File: src/rtl/tmr_pkg.sv
package tmr_pkg;
  localparam int DATA_W   = 32;
  localparam int ADDR_W   = 4;
  localparam int RELOAD_W = 28;
  localparam int COUNT_W  = 29;
  localparam int SEL_W    = 4;

  // word index decoded from bus_addr[3:2]
  localparam logic [1:0] W_CFG  = 2'd0;
  localparam logic [1:0] W_STAT = 2'd1;
  localparam logic [1:0] W_SEL  = 2'd2;

  localparam int B_EN  = 31;
  localparam int B_PER = 30;
  localparam int B_PND = 30;
endpackage

File: src/rtl/tmr_tick_sel.sv
module tmr_tick_sel #(
  parameter int NUM_SRC = 4,
  parameter int SEL_W   = 4
) (
  input  logic [NUM_SRC-1:0] tick_src,
  input  logic [SEL_W-1:0]   sel,
  output logic               tick
);
  logic [NUM_SRC-1:0] hit;

  // an out-of-range select matches no source
  for (genvar i = 0; i < NUM_SRC; i++) begin : g_src
    assign hit[i] = (sel == SEL_W'(i)) && tick_src[i];
  end

  assign tick = |hit;
endmodule

File: src/rtl/tmr_count.sv
module tmr_count
  import tmr_pkg::*;
(
  input  logic                clk,
  input  logic                rst_n,
  input  logic                load,
  input  logic [RELOAD_W-1:0] load_val,
  input  logic [RELOAD_W-1:0] reload,
  input  logic                periodic,
  input  logic                run,
  input  logic                tick,
  output logic [COUNT_W-1:0]  count,
  output logic                expire_evt,
  output logic                expire_q
);
  logic [COUNT_W-1:0] cnt_q, cnt_d;
  logic               exp_d;
  logic               at_zero;

  assign at_zero    = (cnt_q == '0);
  assign expire_evt = run && tick && at_zero && !load;

  always_comb begin
    cnt_d = cnt_q;
    exp_d = 1'b0;
    if (load) begin
      cnt_d = COUNT_W'(load_val);
    end else if (run && tick) begin
      if (at_zero) begin
        exp_d = 1'b1;
        cnt_d = periodic ? COUNT_W'(reload) : '0;
      end else begin
        cnt_d = cnt_q - COUNT_W'(1);
      end
    end
  end

  always_ff @(posedge clk or negedge rst_n) begin
    if (!rst_n) begin
      cnt_q    <= '0;
      expire_q <= 1'b0;
    end else begin
      cnt_q    <= cnt_d;
      expire_q <= exp_d;
    end
  end

  assign count = cnt_q;
endmodule

File: src/rtl/tmr_regs.sv
module tmr_regs
  import tmr_pkg::*;
(
  input  logic                clk,
  input  logic                rst_n,
  input  logic                bus_we,
  input  logic [ADDR_W-1:0]   bus_addr,
  input  logic [DATA_W-1:0]   bus_wdata,
  output logic [DATA_W-1:0]   bus_rdata,
  input  logic [COUNT_W-1:0]  count,
  input  logic                expire_evt,
  output logic                cfg_en,
  output logic                cfg_per,
  output logic [RELOAD_W-1:0] cfg_reload,
  output logic [SEL_W-1:0]    sel,
  output logic                load,
  output logic                run,
  output logic                pending
);
  logic                aligned;
  logic                wr_cfg, wr_stat, wr_sel;
  logic                en_q, en_d, per_q, per_d, pnd_q, pnd_d;
  logic [RELOAD_W-1:0] rld_q, rld_d;
  logic [SEL_W-1:0]    sel_q, sel_d;
  logic                unused_wbits;

  assign unused_wbits = ^bus_wdata[29:28];

  assign aligned = (bus_addr[1:0] == 2'b00);
  assign wr_cfg  = bus_we && aligned && (bus_addr[3:2] == W_CFG);
  assign wr_stat = bus_we && aligned && (bus_addr[3:2] == W_STAT);
  assign wr_sel  = bus_we && aligned && (bus_addr[3:2] == W_SEL);

  // a config write takes precedence over a tick in the same cycle
  assign load = wr_cfg && bus_wdata[B_EN] && !en_q;
  assign run  = en_q && !wr_cfg;

  always_comb begin
    en_d  = en_q;
    per_d = per_q;
    rld_d = rld_q;
    sel_d = sel_q;
    pnd_d = pnd_q;
    if (wr_cfg) begin
      en_d  = bus_wdata[B_EN];
      per_d = bus_wdata[B_PER];
      rld_d = bus_wdata[RELOAD_W-1:0];
    end else if (expire_evt && !per_q) begin
      en_d = 1'b0;
    end
    if (wr_sel) sel_d = bus_wdata[SEL_W-1:0];
    if (expire_evt) pnd_d = 1'b1;
    if (wr_stat && bus_wdata[B_PND]) pnd_d = 1'b0;
  end

  always_ff @(posedge clk or negedge rst_n) begin
    if (!rst_n) begin
      en_q  <= 1'b0;
      per_q <= 1'b0;
      rld_q <= '0;
      sel_q <= '0;
      pnd_q <= 1'b0;
    end else begin
      en_q  <= en_d;
      per_q <= per_d;
      rld_q <= rld_d;
      sel_q <= sel_d;
      pnd_q <= pnd_d;
    end
  end

  always_comb begin
    bus_rdata = '0;
    if (aligned) begin
      case (bus_addr[3:2])
        W_CFG:   bus_rdata = {en_q, per_q, 2'b00, rld_q};
        W_STAT:  bus_rdata = {1'b0, pnd_q, 1'b0, count};
        W_SEL:   bus_rdata = {{(DATA_W-SEL_W){1'b0}}, sel_q};
        default: bus_rdata = '0;
      endcase
    end
  end

  assign cfg_en     = en_q;
  assign cfg_per    = per_q;
  assign cfg_reload = rld_q;
  assign sel        = sel_q;
  assign pending    = pnd_q;
endmodule

File: src/rtl/tmr_channel.sv
module tmr_channel
  import tmr_pkg::*;
#(
  parameter int NUM_SRC = 4
) (
  input  logic               clk,
  input  logic               rst_n,
  input  logic               bus_we,
  input  logic [3:0]         bus_addr,
  input  logic [31:0]        bus_wdata,
  output logic [31:0]        bus_rdata,
  input  logic [NUM_SRC-1:0] tick_src,
  output logic               expire_o,
  output logic               irq_o
);
  logic [1:0]          rst_sync;
  logic                rst_core_n;
  logic                cfg_en, cfg_per, load, run, tick, expire_evt;
  logic [RELOAD_W-1:0] cfg_reload;
  logic [SEL_W-1:0]    sel;
  logic [COUNT_W-1:0]  count;

  always_ff @(posedge clk or negedge rst_n) begin
    if (!rst_n) rst_sync <= 2'b00;
    else        rst_sync <= {rst_sync[0], 1'b1};
  end
  assign rst_core_n = rst_sync[1];

  tmr_regs u_regs (
    .clk        (clk),
    .rst_n      (rst_core_n),
    .bus_we     (bus_we),
    .bus_addr   (bus_addr),
    .bus_wdata  (bus_wdata),
    .bus_rdata  (bus_rdata),
    .count      (count),
    .expire_evt (expire_evt),
    .cfg_en     (cfg_en),
    .cfg_per    (cfg_per),
    .cfg_reload (cfg_reload),
    .sel        (sel),
    .load       (load),
    .run        (run),
    .pending    (irq_o)
  );

  tmr_tick_sel #(.NUM_SRC(NUM_SRC), .SEL_W(SEL_W)) u_sel (
    .tick_src (tick_src),
    .sel      (sel),
    .tick     (tick)
  );

  tmr_count u_cnt (
    .clk        (clk),
    .rst_n      (rst_core_n),
    .load       (load),
    .load_val   (bus_wdata[RELOAD_W-1:0]),
    .reload     (cfg_reload),
    .periodic   (cfg_per),
    .run        (run),
    .tick       (tick),
    .count      (count),
    .expire_evt (expire_evt),
    .expire_q   (expire_o)
  );
endmodule

File: config.mk
export PLATFORM = sky130hd
export DESIGN_NAME = tmr_channel
export DESIGN_NICKNAME = d
export VERILOG_FILES = /design/src/rtl/tmr_pkg.sv /design/src/rtl/tmr_tick_sel.sv /design/src/rtl/tmr_count.sv /design/src/rtl/tmr_regs.sv /design/src/rtl/tmr_channel.sv
export SDC_FILE = /design/constraint.sdc
export NUM_CORES = 1
export LEC_CHECK = 0
export ABC_AREA = 1
export BUFFER_PORTS_ARGS = -buffer_cell sky130_fd_sc_hd__buf_2
export CAP_MARGIN = 20
export CORE_UTILIZATION = 62
export CTS_CLUSTER_SIZE = 24
export DETAILED_ROUTE_END_ITERATION = 10
export HOLD_SLACK_MARGIN = 0.03
export PLACE_DENSITY = 0.87
export SYNTH_ARGS = -nofsm -noshare
export SYNTH_HDL_FRONTEND = slang
export SYNTH_SLANG_ARGS = --single-unit
File: constraint.sdc
create_clock -name clk -period 4.1 [get_ports clk]
set_clock_uncertainty 0.1 [all_clocks]
set_input_delay 0.615 -clock clk [delete_from_list [all_inputs] [get_ports clk]]
set_output_delay 0.615 -clock clk [all_outputs]
set_load 0.01 [all_outputs]
==> flow_summary.toml, run 1 <==
[status]
outcome = "finished, final reports clean"

[worst_setup_path]
setup_crit_end_kind = "output pin"
critical_path_required_ps = 3380
worst-setup-path-type = "primary input to output pin"
worst-path-max-fanout = 13
start_kind = "primary input"
worst_path_largest_cell_delay_ps = 510
cpMostUsedCell = "inv_1"
worst-endpoint-arrival_ps = 2080
crit_path_cell_trace = "buf_2 > inv_1 > nor2_2 > inv_1 > o211ai_1 > nand2_1 > inv_1 > buf_2"
slowest_stage = "nor2_2"

[layout]
area_growth_pct = 13.4
drive_gt1_share_pct = 15.1
number_of_antenna_repair_diodes = 0
most_frequent_standard_cell_in_the_layout_excluding_fill_and_tap_cells = "nand2_1"
final_net_count = 848
final.fill_count = 633
mostFrequentLayoutCells = "nand2_1 (359), buf_2 (73), inv_1 (68)"

[drt]
routed_wl_um = 13100
vias = 4937
post_drt_via_cell_ratio = 5.44
detailedRoute.firstPassIterationCount = 5
postRouteAntennaNets = 0
detail_route.drc_violations = 0
detailedRoute.firstIterationViolations = 383
drt-wirelength-per-cell_um = 14.5

[floorplanning]
core_area_sq_mm = 0.00721
die_area_sq_mm = 0.00780
dieWidth_um = 88.3
io_pins = 77
floorplan.rows = 31
floorplan.die.height_um = 88.3
initial_core_util_pct = 64.0

[cts]
worst_skew_pair.late_latency_ps = 350
max-clock-path-buffers = 2
cts_setup_buffers = 0
ctsRootBufferMaster = "clkbuf_8"
cts_sinks = 67
cts.reportedPaths.clkPinSlew_ps = 80
clock_tree.htree_level_count = 3
tritoncts = "built"
total_cts_buffers = 9

[synth]
synth_top_family_by_area = "simple AND/OR/NAND/NOR gates"
synth.avg_cell_area_sq_um = 6.25
syn_inst = 739
ys_warn_count = 0
netlist_area_sq_mm = 0.00462
synth_compound_gate_area_share_pct = 6.07
synth-adder-area-share_pct = 0.271
postSynthNetCount = 783
seq_area_frac_synth_pct = 36.3
yosys-mux-area-fraction_pct = 0
yosys.area_share.simple_pct = 44.7
synth_cell_type_count = 34
ys_ff_latch = 67
yosys.area_share.xor_xnor_pct = 3.41

[pwr]
power.ir.vdd_worst_mv = 0.303
switching_part_of_the_total_pct = 45.7
p_sw_mw = 1.34
fin_total_pwr_mw = 2.94
power.leakage_nw = 2.89
p_int_mw = 1.60
clockPowerShare_pct = 19.1
power_frac_comb_pct = 42.9
power-per-cell-area_mw_per_mm2 = 560
power.sequential.fraction_pct = 38.0

[sta]
final.min_clock_period_ps = 2800
fmax_mhz = 357
setup_tns_ps = 0
final.period_utilization_pct = 68.2
report.final.hold_viol_count = 0
max_slew_vio_count = 0
rsz0062_at_grt = "no"
timing_worst_slew_pin_value_ps = 860
setup_viol = 0
max-slew-margin-rel_pct = 42.5

[global_routing]
grt_pass1_wl_um = 21200
globalRouteOverflowTotal = 0
vias_in_the_first_global_route = 4521
global_route.usage.total_pct = 35.6
maximum_number_of_pins_on_one_net_before_global_route_repair = 34
antenna_found_initial = 0

[placed_design]
post-dp-hpwl_um = 9060
number_of_i_o_port_buffers = 73
gp_congestion = 0.911

[run]
drv.max_cap_violation_count = 0

[worst_hold_path]
worstHoldPathType = "register to async pin"
## cells in the mapped netlist, drive strengths merged
master    n  area share, %
or2       1           0.14
buf      17            2.1
nand3    54            6.1
xor2     12            2.3
nand2   363             30
o21a      1           0.16
ha        1           0.27
clkbuf   11           0.89
a21oi    26            2.8
nand3b    1           0.16
xnor2     6            1.1
clkinv    2           0.19
nor2     64            6.7
dfrtp    67             36
nor3      5           0.65
o21ai    21            2.3
inv      72            5.9
o211ai    4           0.65
o21bai    1           0.16
conb      2           0.16
nand4     8            1.1
## power groups by stage
stage / sequential, mW / combinational [mW] / clock [mW]
2_1_floorplan: 1.05 / 0.979 / 0
3_3_place_gp: 1.11 / 1.20 / 0
3_5_place_dp: 1.12 / 1.23 / 0
4_1_cts: 1.11 / 1.24 / 0.563
5_1_grt: 1.15 / 1.43 / 0.594
6_report: 1.12 / 1.26 / 0.561
## what timing repair did
item | in CTS | in global routing
setup endpoints to repair | 0 | 0
endpoints found under the hold margin | 2 | 0
hold buffers | 1 | 0
gates resized for setup | 0 | 0
## final timing paths
| check | to | from | depth (start not counted) | slack, ps |
|---|---|---|---|---|
| worst min-delay path | u_cnt.count[2] | rst_sync[1] | 0 | 250 |
| worst max-delay path | bus_rdata[3] | bus_addr[2] | 8 | 1300 |
| min in group clk | rst_sync[1] | rst_sync[0] | 0 | 280 |
| worst max register to register | u_cnt.count[7] | u_cnt.count[0] | 8 | 1560 |
| max in group asynchronous | u_cnt.count[20] | rst_sync[1] | 1 | 2710 |
| worst min register to register | u_cnt.count[2] | rst_sync[1] | 0 | 250 |
## metrics by stage
stage / hold slack, ps / worst slack, ps / cell area [sq um] / util (%) / std cells
finish: 245 / 1300 / 5240 / 72.6 / 908
global route: 293 / 1270 / 5240 / 72.6 / 908
CTS: 264 / 1350 / 5240 / 72.6 / 908
detailed placement: 259 / 1200 / 5030 / 69.8 / 891
global placement: 236 / 1280 / 5030 / 69.8 / 891
floorplan: 219 / 1720 / 4620 / - / 739
## cells by family (layout without fill, tap and decap cells)
logic type,Yosys count,after routing
fa+ha+maj,1,1
buf+inv,102,172
other cells,2,2
xor+xnor,18,18
flops,67,67
compound gates,53,53
simple gates,496,496
## layer usage
layer,part of all wire [%],track usage [%],vias to the layer above
met1,42,46.3,2272
met4,2.0,13.3,0
met3,7.6,3.82,24
li1,-,-,2398
met2,48,61.4,243
met5,0,0,-
## sequential cells by signal, summed over array words and instances, names as in the netlist
name	flops
rst_sync	2
u_cnt.count	29
u_cnt.expire_q	1
u_regs.cfg_en	1
u_regs.cfg_per	1
u_regs.cfg_reload	28
u_regs.pending	1
u_regs.sel	4
## critical path, delay by kind of cell
| kind | cells | cell delay [ps] |
|---|---|---|
| and+or+nand+nor | 2 | 580 |
| buffers and inverters | 5 | 590 |
| AOI/OAI and AO/OA | 1 | 280 |
## layout make-up
cell class	instances	area [sq um]	share of cell area (%)
Inverter	74	279	5.33
Multi-Input combinational cell	570	2530	48.3
Clock inverter	5	52.6	1.00
Tap cell	99	124	2.36
Clock buffer	11	141	2.70
Sequential cell	67	1680	32.0
Timing Repair Buffer	82	435	8.31
Power figures use the tool's default switching activity.
==> run 2, diff against run 1 <==
--- a/config.mk
+++ b/config.mk
@@ -5,14 +5,14 @@
 export SDC_FILE = /design/constraint.sdc
 export NUM_CORES = 1
 export LEC_CHECK = 0
-export ABC_AREA = 1
+export ABC_AREA = 0
 export BUFFER_PORTS_ARGS = -buffer_cell sky130_fd_sc_hd__buf_2
 export CAP_MARGIN = 20
-export CORE_UTILIZATION = 62
+export CORE_UTILIZATION = 50
 export CTS_CLUSTER_SIZE = 24
 export DETAILED_ROUTE_END_ITERATION = 10
 export HOLD_SLACK_MARGIN = 0.03
-export PLACE_DENSITY = 0.87
+export PLACE_DENSITY = 0.76
 export SYNTH_ARGS = -nofsm -noshare
 export SYNTH_HDL_FRONTEND = slang
 export SYNTH_SLANG_ARGS = --single-unit
==> constraint.sdc (replaced) <==
create_clock -name clk -period 2.4 [get_ports clk]
set_clock_uncertainty 0.1 [all_clocks]
set_input_delay 0.36 -clock clk [delete_from_list [all_inputs] [get_ports clk]]
set_output_delay 0.36 -clock clk [all_outputs]
set_load 0.01 [all_outputs]
==> run 2 against run 1 <==
Non-clock buffer count rose by 28. Final area down 6.7%. Worst setup slack got worse by 1200 ps. Critical path type is now register to register. Largest power group is now sequential cells.
==> flow_summary.toml, run 2 <==
[floorplanning]
floorplan.rows = 32
die_area_sq_mm = 0.00836
dieWidth_um = 91.5
io_pins = 77
initial_core_util_pct = 51.8
core_area_sq_mm = 0.00773
floorplan.die.height_um = 91.5

[sta]
fmax_mhz = 427
timing_worst_slew_pin_value_ps = 828
final.period_utilization_pct = 97.6
setup_slack_of_the_critical_path_after_layout_ps = 56.5
final.min_clock_period_ps = 2340
max_slew_vio_count = 0
setup_viol = 0
setup_tns_ps = 0
max-slew-margin-rel_pct = 44.8
report.final.hold_viol_count = 0

[cts]
cts_sinks = 67
tritoncts = "built"
total_cts_buffers = 9
cts.reportedPaths.clkPinSlew_ps = 70
max-clock-path-buffers = 2
ctsRootBufferMaster = "clkbuf_8"
worst_skew_pair.late_latency_ps = 350
clock_tree.htree_level_count = 3

[global_routing]
grt_pass1_wl_um = 17800
global_route.usage.total_pct = 27.4
maximum_number_of_pins_on_one_net_before_global_route_repair = 37
vias_in_the_first_global_route = 3623
globalRouteOverflowTotal = 0
antenna_found_initial = 0

[layout]
mostFrequentLayoutCells = "buf_2 (73), dfrtp_1 (65), nor2_1 (46)"
largest_reg_flops = 29
post-route-cell-area_sq_mm = 0.00489
most_frequent_standard_cell_in_the_layout_excluding_fill_and_tap_cells = "buf_2"
area_growth_pct = 22.1
number_of_antenna_repair_diodes = 0
final.fill_count = 635
final_net_count = 533
drive_gt1_share_pct = 36.8

[worst_setup_path]
worst-endpoint-arrival_ps = 2480
worst-path-max-fanout = 5
crit_path_cell_trace = "inv_1 > ha_2 > nor3b_4 > nand4_4 > buf_4 > o41ai_1 > o31a_1 > o21ai_1"
critical_path_required_ps = 2540
slack_of_the_worst_reg_to_reg_path_ps = 60
worst-setup-path-type = "register to register"
worst_reg2reg_path_length_in_cells = 8
start_kind = "register"
critical_path.reg2reg.startpoint = "u_cnt.count[1]"
setup_crit_end_kind = "register"
worst_path_largest_cell_delay_ps = 440
slowest_stage = "dfrtp_2"
endpoint_of_the_most_critical_register_to_register_path = "u_cnt.count[26]"

[synth]
netlist_area_sq_mm = 0.00400
synth.top_cell.area_share_pct = 41.9
ys_ff_latch = 67
count_of_flip_flops_with_a_built_in_enable_after_synthesis = 0
yosys_most_used_dff = "dfrtp_1"
ys_async_sr_fraction_pct = 100
synth.avg_cell_area_sq_um = 10.2
synth_top_area_cell = "dfrtp_1"
ys_warn_count = 0
yosys-top-cells-area = "dfrtp_1 (42%), mux2_2 (9.3%), mux2i_1 (7.5%)"
syn_inst = 394
synth.most_common_cell = "dfrtp_1"
postSynthNetCount = 438
synth_cell_type_count = 63
synth_cell_count_leaders = "dfrtp_1 (67), nor2_1 (46), mux2_2 (33)"
seq_area_frac_synth_pct = 41.9

[placed_design]
gp_congestion = 0.846
post-dp-hpwl_um = 7440
postPlaceCellArea_sq_mm = 0.00463
detailedPlace.worstSlack_ps = -2.51
number_of_i_o_port_buffers = 73

[drt]
detail_route.drc_violations = 0
detailedRoute.firstPassIterationCount = 5
drt-wirelength-per-cell_um = 18.0
detailedRoute.firstIterationViolations = 256
postRouteAntennaNets = 0
post_drt_via_cell_ratio = 6.09
routed_wl_um = 10700
vias = 3629

[worst_hold_path]
min_from = "bus_wdata[20]"
min_to = "u_cnt.count[20]"
timing.hold.worst_path_depth = 3
worstHoldPathType = "primary input to register"

[pwr]
fin_total_pwr_mw = 4.65
power.ir.vdd_worst_mv = 0.481
switching_part_of_the_total_pct = 37.9
power-per-cell-area_mw_per_mm2 = 951
clockPowerShare_pct = 22.2
p_sw_mw = 1.76
p_int_mw = 2.89
power.leakage_nw = 2.25
power.sequential.fraction_pct = 40.7
power_frac_comb_pct = 37.1

[status]
outcome = "finished, final reports clean"

[run]
drv.max_cap_violation_count = 0
## run 2: cell count changes after synthesis, moves of 6 or more
cell	previous run	this run
mux2i_1	0	30
a222oi_1	0	10
nor2_1	53	46
nand3_1	53	12
xor2_1	12	2
mux2_2	0	33
inv_1	68	3
nor2_4	6	0
a21oi_1	26	14
nand2_1	359	22
## run 2: stage by stage
stage	hold WS, ps	std cells	utilization (%)
after global routing	142	596	63.2
after CTS	130	594	62.7
final	133	596	63.2
after floorplan	-35.6	394	-
after detailed placement	48.9	577	59.9
after global placement	46.7	577	59.9
## run 2: logic make-up (layout without fill, tap and decap cells)
kind of cell,after synthesis,in the layout,share of synthesized area (%)
AOI/OAI and AO/OA,84,84,15.7
xor gates and xnor gates,11,11,2.41
adders and majority gates,1,1,0.313
buffers and inverters,29,129,3.56
DFF,67,67,41.9
muxes,64,64,17.4
other,2,2,0.188
and+or+nand+nor,136,136,18.6
## run 2: worst max-delay path: cells and delay by family (launching register included)
| family | cells | cell delay, ps |
|---|---|---|
| compound gates | 3 | 610 |
| flops | 1 | 440 |
| buf+inv | 2 | 320 |
| simple gates | 2 | 540 |
| fa+ha+maj | 1 | 210 |
## run 2: final cells by class
type / count / area, sq um / area share [%]
timing repair buffer: 110 / 646 / 13.2
tap: 102 / 128 / 2.61
clock buffer: 10 / 128 / 2.61
inverter: 3 / 11.3 / 0.230
clock inverter: 6 / 80.1 / 1.64
multi-input combinational: 298 / 2210 / 45.3
sequential: 67 / 1680 / 34.4
## run 2: power by group through the flow
stage | clock network, mW | logic, mW | registers, mW
2_1_floorplan | 0 | 1.20 | 1.78
3_3_place_gp | 0 | 1.58 | 1.86
3_5_place_dp | 0 | 1.63 | 1.89
4_1_cts | 1.04 | 1.65 | 1.88
5_1_grt | 1.08 | 1.91 | 1.95
6_report | 1.03 | 1.72 | 1.89
## run 2: worst max path at each step
stage,startpoint,endpoint,slack (ps),cells after the start
after floorplan,u_cnt.count[0],u_cnt.count[20],200,8
after global placement,u_cnt.count[1],u_cnt.count[26],130,8
after detailed placement,u_cnt.count[1],u_cnt.count[26],-3,8
after CTS,u_cnt.count[1],u_cnt.count[26],20,8
after global routing,u_cnt.count[1],u_cnt.count[3],-30,8
final,u_cnt.count[1],u_cnt.count[26],60,8
## run 2: routing by layer
| layer | up-vias | routed length, um | GRT usage, % |
|---|---|---|---|
| met5 | - | 0 | 0 |
| met4 | 0 | 259 | 13.1 |
| met3 | 27 | 501 | 5.11 |
| met2 | 112 | 5100 | 44.1 |
| met1 | 1812 | 4860 | 35.7 |
| li1 | 1678 | - | - |
## run 2: repair_timing
item	4_1_cts	5_1_grt
endpoints found under the setup margin	0	22
setup buffers	0	2
resized for setup	0	5
hold endpoints to repair	2	0
hold buffers	1	0
==> run 3, diff against run 2 <==
==> constraint.sdc (replaced) <==
create_clock -name clk -period 2.4 [get_ports clk]
set_clock_uncertainty 0.1 [all_clocks]
set_input_delay 0.36 -clock clk [delete_from_list [all_inputs] [get_ports clk]]
set_output_delay 0.36 -clock clk [all_outputs]
set_load 0.005 [all_outputs]
==> run 3 against run 2 <==
Critical path type unchanged. Worst hold slack better by 6.1 ps. Critical path depth unchanged. Wire length decreased by 0.12%. Via count hardly changed. Worst setup slack better by 58 ps. Final cell count shrank 0.17%.
==> flow_summary.toml, run 3 (synthesized netlist as in run 2, its figures left out) <==
[status]
outcome = "finished, final reports clean"

[sta]
worst_hold_slack_ps = 139
max_slew_vio_count = 0
timing_worst_slew_pin_value_ps = 822
setup_viol = 0
final.min_clock_period_ps = 2290
max-slew-margin-rel_pct = 45.2
rsz0062_at_grt = "yes"
final.period_utilization_pct = 95.2
report.final.hold_viol_count = 0
fmax_mhz = 438

[drt]
vias = 3628
detailedRoute.firstIterationViolations = 264
post_drt_via_cell_ratio = 6.10
detail_route.drc_violations = 0
routed_wl_um = 10700
postRouteAntennaNets = 0
detailedRoute.firstPassIterationCount = 6
drt-wirelength-per-cell_um = 18.0

[cts]
cts.reportedPaths.clkPinSlew_ps = 70
total_cts_buffers = 9
max-clock-path-buffers = 2
cts_sinks = 67
clock_tree.htree_level_count = 3
worst_skew_pair.late_latency_ps = 350
cts_setup_buffers = 0
ctsRootBufferMaster = "clkbuf_8"
tritoncts = "built"

[global_routing]
globalRouteOverflowTotal = 0
vias_in_the_first_global_route = 3609
antenna_found_initial = 0
maximum_number_of_pins_on_one_net_before_global_route_repair = 37
global_route.usage.total_pct = 27.4
grt_pass1_wl_um = 18000

[placed_design]
number_of_i_o_port_buffers = 73
post-dp-hpwl_um = 7410
gp_congestion = 0.850
postPlaceCellArea_sq_mm = 0.00464

[layout]
post-route-cell-area_sq_mm = 0.00483
number_of_antenna_repair_diodes = 0
final_net_count = 532
area_growth_pct = 20.7
final_core_util_pct = 62.5
most_frequent_standard_cell_in_the_layout_excluding_fill_and_tap_cells = "buf_2"
final.fill_count = 653
mostFrequentLayoutCells = "buf_2 (73), dfrtp_1 (66), nor2_1 (46)"
drive_gt1_share_pct = 35.7
largest_reg_flops = 29

[worst_setup_path]
slowest_stage = "dfrtp_1"
start_kind = "register"
worst-path-max-fanout = 5
setup_crit_end_kind = "register"
worst-setup-path-type = "register to register"
critical_path_required_ps = 2590
crit_path_cell_trace = "inv_1 > ha_1 > nor3b_2 > nand4_2 > buf_4 > nor2_1 > nor4b_1 > a221o_1"
worst-endpoint-arrival_ps = 2470
worst_path_largest_cell_delay_ps = 390

[worst_hold_path]
worstHoldPathType = "primary input to register"

[floorplanning]
initial_core_util_pct = 51.8
die_area_sq_mm = 0.00836
core_area_sq_mm = 0.00773
floorplan.rows = 32
io_pins = 77
floorplan.die.height_um = 91.5
dieWidth_um = 91.5

[pwr]
fin_total_pwr_mw = 4.47
power.leakage_nw = 2.23
switching_part_of_the_total_pct = 37.9
p_sw_mw = 1.69
power.ir.vdd_worst_mv = 0.483
power.sequential.fraction_pct = 41.8
power_frac_comb_pct = 37.8
clockPowerShare_pct = 20.4
p_int_mw = 2.78
power-per-cell-area_mw_per_mm2 = 926

[run]
drv.max_cap_violation_count = 0
run 3: layout make-up:
class                      instances  area [sq um]  area share [%]
multi-input combinational        298          2200            45.5
sequential                        67          1680            34.7
timing repair buffer             109           638            13.2
clock buffer                      13           139            2.87
tap                              102           128            2.64
clock inverter                     3          40.0           0.829
inverter                           3          11.3           0.233
run 3: path summary, 6_finish.rpt:
| path | startpoint | endpoint | slack [ps] | cells past startpoint |
|---|---|---|---|---|
| max in group asynchronous | rst_sync[1] | u_regs.cfg_reload[22] | 1630 | 1 |
| worst min-delay path | bus_wdata[12] | u_cnt.count[12] | 140 | 2 |
| min in group asynchronous | rst_sync[1] | u_regs.cfg_reload[6] | 180 | 1 |
| worst max-delay path | u_cnt.count[0] | u_cnt.count[24] | 110 | 8 |
| worst min register to register | rst_sync[1] | u_regs.cfg_reload[6] | 180 | 1 |
| worst max register to register | u_cnt.count[0] | u_cnt.count[24] | 110 | 8 |
run 3: timing repair:
action | 4_1_cts | 5_1_grt
hold buffers | 1 | 0
resized for setup | 0 | 1
setup endpoints to repair | 0 | 5
hold endpoints to repair | 2 | 0
run 3: power groups by stage:
stage                     clock network, mW  logic, mW  registers (mW)
final                                 0.913       1.69            1.87
after global routing                  0.967       1.89            1.92
after global placement                    0       1.61            1.85
after floorplan                           0       1.19            1.78
after CTS                             0.923       1.67            1.86
after detailed placement                  0       1.65            1.88
run 3: routing by layer:
layer	global-route usage [%]	wire, um	vias up	part of all wire [%]
li1	-	-	1675	-
met5	0	0	-	0
met2	43.7	5110	136	48
met3	5.95	677	26	6.3
met4	10.7	280	0	2.6
met1	36.2	4650	1791	43
run 3: critical path: cells and delay by family, from the launching register on:
kind	cells	cell delay [ps]
simple gates	4	1060
flops	1	390
buf+inv	2	320
fa+ha+maj	1	170
compound gates	1	170
run 3: metrics by stage:
| stage | worst slack, ps | std cells | TNS, ps |
|---|---|---|---|
| finish | 114 | 595 | 0 |
| global route | -50.7 | 595 | -120 |
| CTS | 114 | 595 | 0 |
| detailed placement | 49.1 | 578 | 0 |
| global placement | 101 | 578 | 0 |
| floorplan | 197 | 394 | 0 |
